$ cat src/rtl/tpin_pkg.sv
package tpin_pkg;
  typedef enum logic [2:0] {
    TS_SHIFT  = 3'b000,
    TS_HIGH   = 3'b001,
    TS_REF    = 3'b010,
    TS_LOOP   = 3'b011,
    TS_OUT    = 3'b100,
    TS_LOW    = 3'b101,
    TS_BYPASS = 3'b110,
    TS_OUTQ   = 3'b111
  } tsel_e;
endpackage

$ cat src/rtl/tsel_reg.sv
module tsel_reg
  import tpin_pkg::*;
(
  input  logic       clk,
  input  logic       rst_n,
  input  logic       pload_n,
  input  logic       wr,
  input  logic [2:0] din,
  output tsel_e      q
);
  tsel_e q_d;

  always_comb begin
    q_d = q;
    if (!pload_n)  q_d = TS_SHIFT;
    else if (wr)   q_d = tsel_e'(din);
  end

  always_ff @(posedge clk or negedge rst_n) begin
    if (!rst_n) q <= TS_SHIFT;
    else        q <= q_d;
  end

  // a low load strobe clears the code on the next edge
  a_r9_pload_clears: assert property (@(posedge clk) disable iff (!rst_n)
    !pload_n |=> (q == TS_SHIFT));
endmodule

$ cat src/rtl/clk_switch.sv
module clk_switch (
  input  logic clk,
  input  logic rst_n,
  input  logic want_alt,
  input  logic pri_lvl,
  input  logic alt_lvl,
  output logic use_alt,
  output logic src_lvl,
  output logic switching
);
  logic use_alt_d, src_d;

  always_comb begin
    switching = (want_alt != use_alt) && !pri_lvl && !alt_lvl;
    use_alt_d = switching ? want_alt : use_alt;
    src_d     = use_alt ? alt_lvl : pri_lvl;
  end

  always_ff @(posedge clk or negedge rst_n) begin
    if (!rst_n) begin
      use_alt <= 1'b0;
      src_lvl <= 1'b0;
    end else begin
      use_alt <= use_alt_d;
      src_lvl <= src_d;
    end
  end

  // the source never changes while the selected clock is high
  a_r8_switch_low: assert property (@(posedge clk) disable iff (!rst_n)
    (use_alt != $past(use_alt)) |-> !src_lvl);
  a_r8_switch_inputs_low: assert property (@(posedge clk) disable iff (!rst_n)
    (use_alt != $past(use_alt)) |-> (!$past(pri_lvl) && !$past(alt_lvl)));
endmodule

$ cat src/rtl/loop_counter.sv
module loop_counter #(
  parameter int MW = 9
) (
  input  logic          clk,
  input  logic          rst_n,
  input  logic          src_lvl,
  input  logic          restart,
  input  logic [MW-1:0] modulus,
  output logic          term
);
  localparam logic [MW-1:0] MIN_MOD = MW'(2);

  logic [MW-1:0] cnt_q, cnt_d, mod_eff;
  logic          prev_q, adv;

  always_comb begin
    mod_eff = (modulus < MIN_MOD) ? MIN_MOD : modulus;
    adv     = src_lvl && !prev_q;
    cnt_d   = cnt_q;
    if (restart)                        cnt_d = '0;
    else if (adv && (cnt_q >= mod_eff - MW'(1))) cnt_d = '0;
    else if (adv)                       cnt_d = cnt_q + MW'(1);
    term = (cnt_q == mod_eff - MW'(1));
  end

  always_ff @(posedge clk or negedge rst_n) begin
    if (!rst_n) begin
      cnt_q  <= '0;
      prev_q <= 1'b0;
    end else begin
      cnt_q  <= cnt_d;
      prev_q <= src_lvl;
    end
  end

  // the count moves only on a source rising edge or a restart
  a_r6_count_on_edge: assert property (@(posedge clk) disable iff (!rst_n)
    (!adv && !restart) |=> $stable(cnt_q));
  // with a steady modulus the count stays below it
  a_r6_count_in_range: assert property (@(posedge clk) disable iff (!rst_n)
    $stable(modulus) && $past(cnt_q < mod_eff) |-> (cnt_q < mod_eff));
endmodule

$ cat src/rtl/quarter_div.sv
module quarter_div (
  input  logic clk,
  input  logic rst_n,
  input  logic lvl,
  output logic out
);
  logic [1:0] cnt_q, cnt_d;
  logic       prev_q;

  always_comb begin
    cnt_d = cnt_q;
    if (lvl && !prev_q) cnt_d = cnt_q + 2'd1;
    out = cnt_q[1];
  end

  always_ff @(posedge clk or negedge rst_n) begin
    if (!rst_n) begin
      cnt_q  <= 2'd0;
      prev_q <= 1'b0;
    end else begin
      cnt_q  <= cnt_d;
      prev_q <= lvl;
    end
  end

  // the divided output changes only after an input rising edge
  a_r5_div_on_edge: assert property (@(posedge clk) disable iff (!rst_n)
    (out != $past(out)) |-> $past(lvl && !prev_q));
endmodule

$ cat src/rtl/tpin_select.sv
module tpin_select
  import tpin_pkg::*;
#(
  parameter int MW = 9
) (
  input  logic          clk,
  input  logic          rst_n,
  input  logic          pload_n,
  input  logic          tsel_wr,
  input  logic [2:0]    tsel_din,
  input  logic [MW-1:0] loop_mod,
  input  logic          ref_clk,
  input  logic          osc_clk,
  input  logic          sclk,
  input  logic          fout_clk,
  input  logic          sr_out,
  output logic          test_out,
  output logic          bypass,
  output logic          div_clk
);
  localparam int NLV = 5;

  logic [NLV-1:0] lv_q;
  logic           ref_s, osc_s, sclk_s, fout_s, sr_s;
  tsel_e          code;
  logic           use_alt, src_lvl, switching, term, fq;
  logic           test_d, test_q;

  always_ff @(posedge clk or negedge rst_n) begin
    if (!rst_n) lv_q <= '0;
    else        lv_q <= {sr_out, fout_clk, sclk, osc_clk, ref_clk};
  end

  assign {sr_s, fout_s, sclk_s, osc_s, ref_s} = lv_q;

  tsel_reg u_tsel (
    .clk(clk), .rst_n(rst_n), .pload_n(pload_n),
    .wr(tsel_wr), .din(tsel_din), .q(code)
  );

  clk_switch u_sw (
    .clk(clk), .rst_n(rst_n), .want_alt(code == TS_BYPASS),
    .pri_lvl(osc_s), .alt_lvl(sclk_s),
    .use_alt(use_alt), .src_lvl(src_lvl), .switching(switching)
  );

  loop_counter #(.MW(MW)) u_loop (
    .clk(clk), .rst_n(rst_n), .src_lvl(src_lvl), .restart(switching),
    .modulus(loop_mod), .term(term)
  );

  quarter_div u_q4 (
    .clk(clk), .rst_n(rst_n), .lvl(fout_s), .out(fq)
  );

  always_comb begin
    unique case (code)
      TS_SHIFT:  test_d = sr_s;
      TS_HIGH:   test_d = 1'b1;
      TS_REF:    test_d = ref_s;
      TS_LOOP:   test_d = term;
      TS_OUT:    test_d = fout_s;
      TS_LOW:    test_d = 1'b0;
      TS_BYPASS: test_d = term;
      TS_OUTQ:   test_d = fq;
      default:   test_d = 1'b0;
    endcase
  end

  always_ff @(posedge clk or negedge rst_n) begin
    if (!rst_n) test_q <= 1'b0;
    else        test_q <= test_d;
  end

  assign test_out = test_q;
  assign bypass   = use_alt;
  assign div_clk  = src_lvl;

  // constant codes drive the pin one cycle later
  a_r3_const_high: assert property (@(posedge clk) disable iff (!rst_n)
    ($past(code) == TS_HIGH) |-> test_out);
  a_r3_const_low: assert property (@(posedge clk) disable iff (!rst_n)
    ($past(code) == TS_LOW) |-> !test_out);
  // bypass is only ever taken while the bypass code is selected
  a_r7_bypass_code: assert property (@(posedge clk) disable iff (!rst_n)
    $rose(bypass) |-> ($past(code) == TS_BYPASS));
endmodule

$ cat config.mk
export PLATFORM = sky130hd
export DESIGN_NAME = tpin_select
export DESIGN_NICKNAME = d
export VERILOG_FILES = /design/src/rtl/tpin_pkg.sv /design/src/rtl/tsel_reg.sv /design/src/rtl/clk_switch.sv /design/src/rtl/loop_counter.sv /design/src/rtl/quarter_div.sv /design/src/rtl/tpin_select.sv
export SDC_FILE = /design/constraint.sdc
export NUM_CORES = 1
export LEC_CHECK = 0
export BUFFER_PORTS_ARGS = -buffer_cell sky130_fd_sc_hd__buf_2
export CORE_MARGIN = 2
export CORE_UTILIZATION = 59
export CTS_CLUSTER_DIAMETER = 60
export CTS_CLUSTER_SIZE = 30
export DETAILED_ROUTE_END_ITERATION = 8
export PLACE_DENSITY = 0.94
export SETUP_SLACK_MARGIN = 0.2
export SYNTH_ARGS = -nofsm -noshare
export SYNTH_HDL_FRONTEND = slang
export SYNTH_SLANG_ARGS = --single-unit
$ cat constraint.sdc
create_clock -name clk -period 3.09 [get_ports clk]
set_input_delay 0.309 -clock clk [delete_from_list [all_inputs] [get_ports clk]]
set_output_delay 0.309 -clock clk [all_outputs]
set_load 0.01 [all_outputs]
# Word-level counts from Yosys, hierarchy flattened
# Cells that the tools add are included.
# Widths: inputs -> output; s select.
# word_totals
ff_bits	24
inputBits	21
output_inout_bits	3
# classes
n_addsub	3
n_lt_le_gt_ge	2
n_eq_ne	10
muxes	8
reduce_logical	12
# op_table
operator	count
$mux 9	4
$eq 3x3->1 const B	4
$add 9x1->9 const B	1
$eq 9x9->1	1
$ge 9x9->1	1
$lt 9x2->1 const B	1
$sub 9x1->9 const B	1
$pmux 1 s7	1
$eq 3x2->1 const B	2
$mux 3	2
$logic_and 1x1->1	5
$logic_not 1->1	4
$eq 3x1->1 const B	1
$logic_not 3->1	1
$reduce_bool 3->1	1
$add 2x1->2 const B	1
$ne 2x1->1 const B	1
$reduce_or 2->1	1
$mux 1	1
$ne 1x1->1	1

# Depth between registers and ports, before layout
# depth
word_depth	7
ltp_mapped	13

# Hierarchy
# A second synthesis with hierarchy kept.
# hier_totals
cells_unflattened	153
hier_area_um2	1451.4
# by_module_without_submodules
module	n_inst	cells_per_inst	area_each_um2	seq_area_each_um2
loop_counter	1	114	913.4	250.2
tpin_select	1	16	217.7	150.1
tsel_reg	1	9	123.9	75.1
quarter_div	1	7	106.4	75.1
clk_switch	1	7	90.1	50.0

# Least setup slack after synthesis
# No wires, ideal clock.
# synth_timing
path_type	input-to-reg
from	in loop_mod[6]
to	reg u_loop.cnt_q[2]
setup_time_ps	125
arrival_time_ps	3342
t_required_ps	2965
path_slack_ps	-377
cell_stages	12
n_path_buf	0
path_cell_list	or4_4 -> or3_4 -> o31ai_1 -> ha_1 -> nand2b_1 -> nor4_1 -> xnor2_1 -> ha_1 -> a211o_1 -> a21oi_1 -> o211ai_1 -> a2111oi_0
# synth_via
elab_chain_len	7
elab_cells_between_ends	8
classes_between	add/sub: 1; order compare: 2; mux: 3; reduce/logical: 2
# synth_rtl
item	line	rtl
from (decl)	tpin_select.sv:11	input logic [MW-1:0] loop_mod,
$lt 9x2->1	loop_counter.sv:17	mod_eff = (modulus < MIN_MOD) ? MIN_MOD : modulus;
$mux 9 *	loop_counter.sv:17	
$sub 9x1->9 *	loop_counter.sv:21	else if (adv && (cnt_q >= mod_eff - MW'(1))) cnt_d = '0;
$ge 9x9->1 *	loop_counter.sv:21	
$logic_and 1x1->1 *	loop_counter.sv:21	
$mux 9	loop_counter.sv:21	
$mux 9	loop_counter.sv:20	if (restart) cnt_d = '0;
to (signal assigned)	loop_counter.sv:31	cnt_q <= cnt_d;
to (decl)	loop_counter.sv:13	logic [MW-1:0] cnt_q, cnt_d, mod_eff;
# Every way passes the cells marked *; elsewhere a longest branch is shown, timed or not.
# A chain may end at the register's enable or synchronous reset.

# Worst setup path in the final report
# layout_timing
from	in loop_mod[6]
to	reg u_loop.cnt_q[0]
# Same word-level chain as after synthesis.

==> summary.txt <==
Cells and area
  – Finished Layout Cells: ~210
  – Layout cells sized above 1: 35.5%
  – Layout area overhead: 32.8%
  – Ant diodes: 0
  – Multi-input logic area: between 900 and 1000 sq um
  – Nets: 220
  – Seq. cell area: ~600 sq um
  – Number of fillers in the final layout: 120
  – Final Instance Area: 1910 sq um
  – Final core area utilization: 84.9%

Yosys
  – Yosys top cell by area: dfrtp_1
  – Cells after Synth: between 100 and 150
  – Simple-Gate Fraction of Synth Area: 20.1%
  – Synthesis warning total: 0
  – Syn nets: 177
  – Synth cell count leaders: 24 x dfrtp_1, 13 x nor2_1, 12 x nand2_1, 11 x ha_1, 9 x mux2i_1
  – Post-synth EDFFs: 0
  – Synth cell types: 36
  – Share of the synthesized area in the top cell type: a little over two fifths
  – Top-count cell post-synth: dfrtp_1
  – Mux contribution to synthesized area: under 10%
  – Synth Area in XOR/XNOR: about 4.3%
  – Mean post-synth cell area: 9.93 sq um
  – Sequential fraction of the synthesis area: 41.7%
  – Compound-gate portion of the synthesized area: 15.0%
  – Largest family of logic cells by synthesized area: simple AND/OR/NAND/NOR gates
  – Adder-Cell Fraction of Synth Area: 9.56%
  – Post-synth ARST share: 100%
  – Largest cells by area after synthesis: dfrtp_1 42%, ha_1 9.6%, mux2i_1 6.3%, a2111oi_0 3.6%, xnor2_1 3.6%
  – Most used DFF post-synth: dfrtp_1
  – Area of the mapped netlist: roughly 1400 sq um
  – Yosys reg bits: 24

Pwr
  – Power density of the placed cells: 369 nW/um^2
  – Leak pwr: approximately 0.84 nW
  – Internal Power: just under 0.5 mW
  – Sequential share of power: between 50% and 60%
  – P_sw: around 0.22 mW
  – Final Total Pwr: 0.706 mW
  – Share of power burned in the clock network: 19.7%
  – Peak supply drop: 0.000411 V
  – Switch share: a little under a third
  – Comb power frac: a little over a quarter

Global route
  – Gr ovfl total: 0
  – First-pass GRT wire length: 5220 um
  – Initial antenna violation count: 0
  – Largest net degree at the start of global routing: 25
  – All-Layer GR Usage: about a quarter
  – Vias in the first global route: about 1200

Critical path
  – Critical path class: primary input to register
  – Crit path arrival time: around 3.4 ns
  – Critical Path Start Type: primary input
  – Critical Path End Type: register
  – Worst endpoint required time: between 3 and 4 ns
  – Worst-path fanout max: 7
  – Reg2reg path depth: 7

Timing
  – Setup tns final: -0.693 ns
  – Final min period: between 3 and 4 ns
  – Crit share post-route: 104%
  – Final Max Slew Viols: 0
  – Final hold vios: 0
  – Fmax: just over 300 MHz
  – Setup ws final: -0.131 ns
  – Slew HR: 40.3%
  – Min Hold Slack: between 0.08 and 0.09 ns
  – Worst-Margin Slew: 0.892 ns
  – RSZ-0062 raised after global routing: true
  – Clock skew: around 0.0034 ns
  – Final setup fails: 9

Job
  – Max-cap violations: 0

CTS
  – Worst-path clk slew: around 0.13 ns
  – CTS buffer count: 3
  – Worst skew pair latency: 0.32 ns
  – Clock buffer depth: 2
  – H-tree levels: 1
  – Root Buffer: clkbuf_4
  – CTS tree: built
  – Clock sink count: 24

Routing
  – Antenna Nets Post-Route: 0
  – Vias/cell: roughly 6.2
  – Initial detailed-routing violation count: 39
  – DRC Markers: 0
  – WL final: between 3000 and 4000 um
  – WL/cell: 16.0 um
  – Pre-Repair DR Iteration Count: 4
  – Total number of vias: between 1000 and 1500

Worst hold path
  – Worst hold path class: primary input to register
  – Hold Path Depth: 1

Placed design
  – Area after DPL: around 1700 sq um
  – Cell total after placement: a little over 200
  – Place WS: -0.642 ns
  – Detailed-placement wirelength estimate: 2340 um
  – IO buf count: 23
  – Final GP Congestion: between 0.7 and 0.8

Run status
  – Outcome: finished, violations left
  – Failing checks: setup timing

Floorplan
  – Die Footprint: about 2900 sq um
  – Top-Level Pins: 24
  – Die H: around 53 um
  – Core Area: 2250 sq um
  – Die width: roughly 53 um
  – Starting Density: a little under two thirds
  – Std-Cell Rows: 17
[cell families (layout without fill, tap and decap cells)]
family                     count (synthesis)  count (layout)
DFF                                       24              24
muxes                                     11              11
xor gates and xnor gates                   7               7
and+or+nand+nor                           56              56
adders and majority gates                 11              11
AOI/OAI and AO/OA                         30              30
buffers and inverters                      6              47
[registers in the layout, indices dropped and copies added (netlist names)]
signal / cells
u_q4.prev_q: 1
u_sw.src_lvl: 1
u_q4.cnt_q: 2
u_loop.prev_q: 1
u_sw.use_alt: 1
lv_q: 5
u_loop.cnt_q: 9
test_out: 1
u_tsel.q: 3
[power groups by stage]
stage          clock network, mW  registers, mW  logic [mW]
2_1_floorplan                  0          0.381      0.0968
5_1_grt                    0.158          0.389       0.201
6_report                   0.139          0.383       0.184
3_3_place_gp                   0          0.385       0.146
4_1_cts                    0.140          0.381       0.176
3_5_place_dp                   0          0.388       0.156
[worst max-delay path: stages]
cell	delay [ns]
buf_6	0.09
or4_4	0.53
or3_4	0.37
buf_4	0.17
nor2_4	0.08
nor2_1	0.08
ha_4	0.18
nand2b_4	0.09
nor4_4	0.04
xnor2_1	0.12
ha_1	0.30
nand4_1	0.16
a211o_1	0.32
o211ai_1	0.09
buf_4	0.22
buf_4	0.16
o32ai_2	0.07
[timing repair]
action / in CTS / in global routing
hold endpoints to repair: 24 / 0
hold buffers: 1 / 0
resized for setup: 20 / 6
setup endpoints to repair: 10 / 10
buffers inserted: 4 / 1
pin swaps: 7 / 1
[final timing paths]
path	start	to	slack, ns
min in group asynchronous	rst_n	u_loop.cnt_q[0]$_DFFE_PN0P_	0.49
max	loop_mod[6]	u_loop.cnt_q[0]$_DFFE_PN0P_	-0.13
min	sr_out	lv_q[4]$_DFF_PN0_	0.08
max reg2reg	u_loop.cnt_q[6]$_DFFE_PN0P_	u_loop.cnt_q[0]$_DFFE_PN0P_	1.14
min reg2reg	u_sw.src_lvl$_DFF_PN0_	u_loop.prev_q$_DFF_PN0_	0.43
max in group asynchronous	rst_n	lv_q[3]$_DFF_PN0_	2.23
[metal layers]
| layer | GRT usage, % | wire length (um) | up-vias | part of all wire, % |
|---|---|---|---|---|
| li1 | - | - | 625 | - |
| met1 | 30.7 | 1440 | 656 | 42 |
| met2 | 46.7 | 1790 | 37 | 52 |
| met3 | 2.54 | 108 | 9 | 3.1 |
| met4 | 10.7 | 87 | 0 | 2.5 |
| met5 | 0 | 0 | - | 0 |
[cell type report]
type | instances | share of cell area [%]
inverters | 3 | 0.589
repair buffers | 41 | 14.1
multi-input cells | 115 | 50.9
well taps | 28 | 1.83
clock buffers | 3 | 1.18
flip-flops and latches | 24 | 31.4
[cell usage in the layout, fill, tap and decap left out, drive strengths merged, types with 5 or more instances in the layout]
| cell type | Yosys | routed |
|---|---|---|
| nand2 | 12 | 12 |
| mux2i | 9 | 9 |
| a2111oi | 6 | 6 |
| nor2 | 13 | 13 |
| ha | 11 | 11 |
| dfrtp | 24 | 24 |
| o21ai | 5 | 5 |
| nor2b | 5 | 5 |
| xnor2 | 6 | 6 |
| buf | 0 | 40 |
| nand3 | 7 | 7 |
No activity file was read; power rests on OpenSTA's default activity.
